File: src/rtl/cfg_ext_bridge.sv
module cfg_ext_bridge #(
  parameter int          FUNC_W       = 3,
  parameter int          TIMEOUT      = 64,
  parameter logic [11:0] PF_LEG_END   = 12'h080,
  parameter logic [11:0] VF_LEG_END   = 12'h060,
  parameter logic [11:0] PF_EXT_END   = 12'h180,
  parameter logic [11:0] VF_EXT_END   = 12'h140,
  parameter logic [11:0] PF_LEG_LAST  = 12'h070,
  parameter logic [11:0] VF_LEG_LAST  = 12'h050,
  parameter logic [11:0] PF_EXT_LAST  = 12'h160,
  parameter logic [11:0] VF_EXT_LAST  = 12'h120,
  parameter logic [7:0]  LEG_NEXT_PTR = 8'hC0,
  parameter logic [11:0] EXT_NEXT_PTR = 12'h200
) (
  input  logic              clk,
  input  logic              rst_n,
  input  logic              req_valid,
  output logic              req_ready,
  input  logic              req_write,
  input  logic              req_is_vf,
  input  logic [FUNC_W-1:0] req_func,
  input  logic [9:0]        req_addr,
  input  logic [3:0]        req_be,
  input  logic [31:0]       req_wdata,
  output logic              cpl_valid,
  output logic [31:0]       cpl_data,
  output logic              ext_req,
  output logic              ext_write,
  output logic              ext_is_vf,
  output logic [FUNC_W-1:0] ext_func,
  output logic [9:0]        ext_addr,
  output logic [3:0]        ext_be,
  output logic [31:0]       ext_wdata,
  input  logic              ext_rsp_valid,
  input  logic [31:0]       ext_rsp_data
);
  localparam int          TMR_W    = $clog2(TIMEOUT + 1);
  localparam logic [11:0] EXT_BASE = 12'h100;

  logic             rd_busy;
  logic [TMR_W-1:0] tmr;
  logic [31:0]      stub;

  wire [11:0] req_byte = {req_addr, 2'b00};
  wire [11:0] leg_end  = req_is_vf ? VF_LEG_END  : PF_LEG_END;
  wire [11:0] ext_end  = req_is_vf ? VF_EXT_END  : PF_EXT_END;
  wire [11:0] leg_last = req_is_vf ? VF_LEG_LAST : PF_LEG_LAST;
  wire [11:0] ext_last = req_is_vf ? VF_EXT_LAST : PF_EXT_LAST;
  wire        hit      = (req_byte < leg_end) || (req_byte >= EXT_BASE && req_byte < ext_end);

  assign req_ready = !rd_busy || req_write;
  wire   accept    = req_valid && req_ready;
  wire   tmr_done  = (tmr == TMR_W'(TIMEOUT - 1));

  always_comb begin
    if (req_byte == leg_last)      stub = {16'h0000, LEG_NEXT_PTR, 8'h10};
    else if (req_byte == ext_last) stub = {EXT_NEXT_PTR, 4'h1, 16'h0010};
    else                           stub = {16'hC0DE, 5'b0, req_is_vf, req_addr};
  end

  always_ff @(posedge clk) begin
    if (!rst_n) begin
      rd_busy   <= 1'b0;
      tmr       <= '0;
      cpl_valid <= 1'b0;
      cpl_data  <= '0;
      ext_req   <= 1'b0;
      ext_write <= 1'b0;
      ext_is_vf <= 1'b0;
      ext_func  <= '0;
      ext_addr  <= '0;
      ext_be    <= '0;
      ext_wdata <= '0;
    end else begin
      cpl_valid <= 1'b0;
      ext_req   <= 1'b0;
      if (accept && hit && !req_write) begin
        cpl_valid <= 1'b1;
        cpl_data  <= stub;
      end
      if (accept && !hit) begin
        ext_req   <= 1'b1;
        ext_write <= req_write;
        ext_is_vf <= req_is_vf;
        ext_func  <= req_func;
        ext_addr  <= req_addr;
        ext_be    <= req_be;
        ext_wdata <= req_wdata;
        if (!req_write) begin
          rd_busy <= 1'b1;
          tmr     <= '0;
        end
      end
      if (rd_busy) begin
        if (ext_rsp_valid) begin
          rd_busy   <= 1'b0;
          cpl_valid <= 1'b1;
          cpl_data  <= ext_rsp_data;
        end else if (tmr_done) begin
          rd_busy   <= 1'b0;
          cpl_valid <= 1'b1;
          cpl_data  <= '0;
        end else begin
          tmr <= tmr + 1'b1;
        end
      end
    end
  end
endmodule

File: config.mk
export PLATFORM = sky130hd
export DESIGN_NAME = cfg_ext_bridge
export DESIGN_NICKNAME = d
export VERILOG_FILES = /design/src/rtl/cfg_ext_bridge.sv
export SDC_FILE = /design/constraint.sdc
export NUM_CORES = 1
export LEC_CHECK = 0
export BUFFER_PORTS_ARGS = -buffer_cell sky130_fd_sc_hd__clkbuf_2
export CORE_MARGIN = 2
export CORE_UTILIZATION = 40
export DETAILED_ROUTE_END_ITERATION = 10
export PLACE_DENSITY = 0.75
export SYNTH_ARGS = -nofsm -noshare
export SYNTH_HDL_FRONTEND = slang
export SYNTH_SLANG_ARGS = --single-unit
File: constraint.sdc
create_clock -name clk -period 3.8 [get_ports clk]
set_input_delay 0.19 -clock clk [delete_from_list [all_inputs] [get_ports clk]]
set_output_delay 0.19 -clock clk [all_outputs]
set_load 0.01 [all_outputs]
======== Word level (Yosys, flattened, before mapping) ========
Index checks and enable logic that the tools add are counted.
Widths: inputs -> output; s select.
word-level totals
  register bits ........................... 93
  input bits .............................. 87
  output and inout port bits .............. 86
  logic and storage cells ................. 53
cells by class
  add/subtract/negate cells ............... 1
  magnitude comparators ................... 3
  equal/unequal tests ..................... 3
  muxes and demuxes ....................... 25
  reductions and logical operators ........ 10
operators with widths
  operator             number
  $mux 32              6
  $mux 7               6
  $mux 8               2
  $eq 12x7->1          1
  $eq 12x9->1          1
  $ge 12x9->1 const B  1
  $lt 12x8->1          1
  $lt 12x9->1          1
  $mux 1               10
  $add 7x1->7 const B  1
  $eq 7x6->1 const B   1
  $mux 6               1
  $logic_and 1x1->1    5
  $logic_not 1->1      3
  $logic_or 1x1->1     2

======== Depth between registers and ports, before layout ========
  depth in word-level cells ............... 10
  mapped depth ............................ 9
  gate-level depth less buffers ........... 7

======== Least setup slack after synthesis ========
Ideal clock, no wire load.
  path type ............................... input port to flip-flop
  from .................................... input req_is_vf
  to ...................................... register ext_addr[0]
  library setup time ...................... 0.122 ns
  data arrival time ....................... 1.559 ns
  data required time ...................... 3.678 ns
  setup slack ............................. 2.119 ns
  stages on the path ...................... 8
  buffers on the path ..................... 2
  cell sequence ........................... inv_1 > ha_1 > nor2b_1 > o311ai_4 > a21o_2 > buf_6 > buf_2 > o21ai_0
between the ends
  word-level cells in the longest chain between the ends .. 6
  elaborated cells between the ends (all ways) .. 8
  classes of those cells .................. order compare (2); mux (2); reduce/logical (4)
ends and longest elaborated chain
  item                    RTL line  RTL
  start: declaration      20        input logic req_is_vf,
  $mux 8                  46        wire [11:0] ext_end = req_is_vf ? VF_EXT_END : PF_EXT_END;
  $lt 12x9->1             49        wire hit = (req_byte < leg_end) || (req_byte >= EXT_BASE && req_byte < ext_end);
  $logic_and 1x1->1       49
  $logic_or 1x1->1 (*)    49
  $logic_not 1->1 (*)     81        if (accept && !hit) begin
  $logic_and 1x1->1 (*)   81
  end signal: assignment  86        ext_addr <= req_addr;
  end: declaration        31        output logic [9:0] ext_addr,
Mark *: on every way between the ends. The rest lies on a longest branch, timed or not.
A chain may end at the register's enable or synchronous reset.

======== Worst setup path in the final report ========
  from .................................... input req_is_vf
  to ...................................... register ext_addr[9]
The elaborated chain is that of the path after synthesis.

==> qor.yml <==
clock_network:
  cts_buffer_depth: 2
  cts_setup_buffers: 0
  clock_sinks: 93
  cts_resized: 0
  numCtsBuffers: 9
  clockRootBuffer: "clkbuf_8"
  clk_latency_ps: 350
  cts_tree: "done"
  clk_pin_slew_ps: 90
  ctsHoldBuffers: 0
  cts_max_level: 3
timing:
  post-route-period-util: 0.588
  setup_viol: 0
  worst_slew_pin_slew_ps: 1100
  maxSlewHeadroom: 0.265
  holdWs_ps: 36.7
  finalCriticalPeriod_ps: 2230
  setup-tns-final_ps: 0
  fin_worst_skew_ps: 11.5
  rsz0062_at_grt: "no"
  maxSlewViolCount: 0
  setup_ws_ps: 1570
  hold_violations: 0
  timing.fmax_mhz: 448
yosys:
  synthMuxAreaShare: 0.0162
  synthDominantCellAreaShare: 0.504
  ys_seq_elements: 93
  synth_top_family_by_area: "simple AND/OR/NAND/NOR gates"
  synth_nets: 501
  synth_xor_area_frac: 0.00237
  synthAdderAreaFrac: 0.0169
  ys_warn_count: 0
  synth-compound-area-share: 0.187
  syn-instance-count: 409
  ys_seq_area_frac: 0.504
  synth-simple-area-share: 0.214
  synth.distinct_cells: 41
  synth_edf_count: 0
  syn_avg_cell_area_um2: 9.04
  yosys.area.top_type: "dfxtp_1"
  netlist_top_cells_area: "dfxtp_1, nand2_1, nand3_1"
  ys.flop_type: "dfxtp_1"
  syn-cell-area_um2: 3700
  yosysMostFrequentCell: "dfxtp_1"
  async_flop_share: 0
  netlist_top_cells_count: "dfxtp_1, nand2_1, nand3_1"
layout:
  stdcell_area_um2: 4730
  fin_nets: 657
  fin_cells: 681
  multi_input_area_um2: 1620
  n_antenna_cell: 0
  syn_to_final_growth_pct: 28.1
  regArea_um2: 1860
  drive_above_1_share: 0.353
  fill_cells: 867
worst_hold_path:
  min_from: "ext_rsp_data[0]"
  min_path_type: "in -> reg"
global_routing:
  grt_pass1_wl_mm: 14.4
  grt_usage: 0.177
  grt_pass1_vias: 3178
  overflow: 0
  grt_max_degree: 78
  antenna_found_initial: 0
worst_setup_path:
  worstReg2RegStart: "rd_busy"
  path_buf_inv: 3
  cpPeakStageDelay_ps: 700
  worst_ep_arrival_time_ps: 2520
  start_kind: "input port"
  critical_path_class: "in -> reg"
  slowest_stage: "a21o_2"
  worst_path_dominant_cell_family: "compound AO/OA/AOI/OAI gates"
  crit_start: "req_is_vf"
  crit_fanout: 51
  crit_chain: "clkbuf_2 > inv_1 > ha_1 > nor2b_1 > o311ai_4 > a21o_2 > buf_4 > nand3_1 > o21ai_0"
  cp-end-kind: "flip-flop"
  worstPathRequired_ps: 4080
drt:
  vias: 3431
  wire_per_inst_um: 13.4
  via_per_inst: 5.04
  routed_wirelength_mm: 9.11
  drt_iter0_drc: 104
  final_antenna_net_count: 0
  drc_errors: 0
  first_pass_iters: 7
floorplanning:
  ios: 173
  coreArea_um2: 9110
  initial_utilization: 0.406
  design.die.area_um2: 10000
  die_y_um: 100
  die_x_um: 100
  rows: 35
placed_design:
  port_buffers: 172
  dp_cells: 665
  dpl_cell_area_um2: 4520
  dp_hpwl_mm: 6.79
  pre_cts_ws_ps: 1180
  gp_congestion: 0.915
pwr:
  power_per_cell_area_nw_per_um2: 423
  p_leak_nw: 2.21
  ir_drop_mv: 0.174
run_status:
  outcome: "finished clean"
flow_run:
  cap_violations: 0
[per-layer routing]
| metal | GRT usage | vias to the layer above | wire [um] |
|---|---|---|---|
| met3 | 0.0592 | 9 | 818 |
| met5 | 0 | - | 0 |
| met2 | 0.285 | 149 | 4160 |
| met4 | 0.0643 | 0 | 105 |
| met1 | 0.222 | 1519 | 4020 |
| li1 | - | 1754 | - |
[cells in the final DEF (no fill, tap or decap), drive strengths merged, types with 3 or more instances in the layout]
master / netlist / final
a21oi: 3 / 3
a22o: 12 / 12
a22oi: 13 / 13
and2: 3 / 3
and3: 3 / 3
buf: 17 / 4
clkbuf: 13 / 183
dfxtp: 93 / 93
ha: 5 / 5
inv: 5 / 6
mux2i: 6 / 6
nand2: 76 / 76
nand2b: 6 / 6
nand3: 55 / 55
nand4: 4 / 4
nor2: 7 / 7
nor3: 3 / 3
o211ai: 3 / 3
o21ai: 59 / 59
o22ai: 3 / 3
o31ai: 5 / 5
[registers in the layout, summed over array words and instances, names as in the netlist]
name / flops
cpl_valid: 1
cpl_data: 32
ext_write: 1
ext_addr: 10
ext_req: 1
rd_busy: 1
ext_func: 3
ext_is_vf: 1
ext_be: 4
ext_wdata: 32
tmr: 7
[layout make-up]
class	count	area share
inverters	6	0.00476
well taps	111	0.0293
repair buffers	175	0.187
clock buffers	12	0.0328
multi-input cells	280	0.341
flip-flops and latches	93	0.393
clock inverters	4	0.0116
[worst paths after layout]
kind	end	slack, ps	depth (start not counted)
worst max-delay path	ext_addr[9]	1570	9
worst min-delay path	cpl_data[0]	40	3
worst max register to register	ext_addr[9]	1820	6
worst min register to register	tmr[6]	460	2
[kinds of logic after synthesis]
logic type               after synthesis
AO/OA/AOI/OAI                        104
XOR/XNOR                               1
multiplexers                           6
adder cells (fa/ha/maj)                5
AND/OR/NAND/NOR                      164
flip-flops                            93
buffers and inverters                 36
[through the flow]
stage / util / power [mW]
global placement: 0.497 / 1.33
global route: 0.520 / 2.11
CTS: 0.520 / 2.03
floorplan: - / 1.23
detailed placement: 0.497 / 1.34
finish: 0.520 / 2.00
[worst min-delay path, delay by kind of cell]
| kind | cells | cell delay, ps |
|---|---|---|
| AOI/OAI and AO/OA | 1 | 60 |
| and+or+nand+nor | 1 | 40 |
| buffers and inverters | 1 | 70 |
[power by group]
group	total, mW	internal [mW]	switching [mW]
clock network	0.684	0.344	0.340
logic	0.263	0.110	0.153
registers	1.05	1.03	0.0287
total	2.00	1.48	0.521
(Power assumes the default switching activity.)
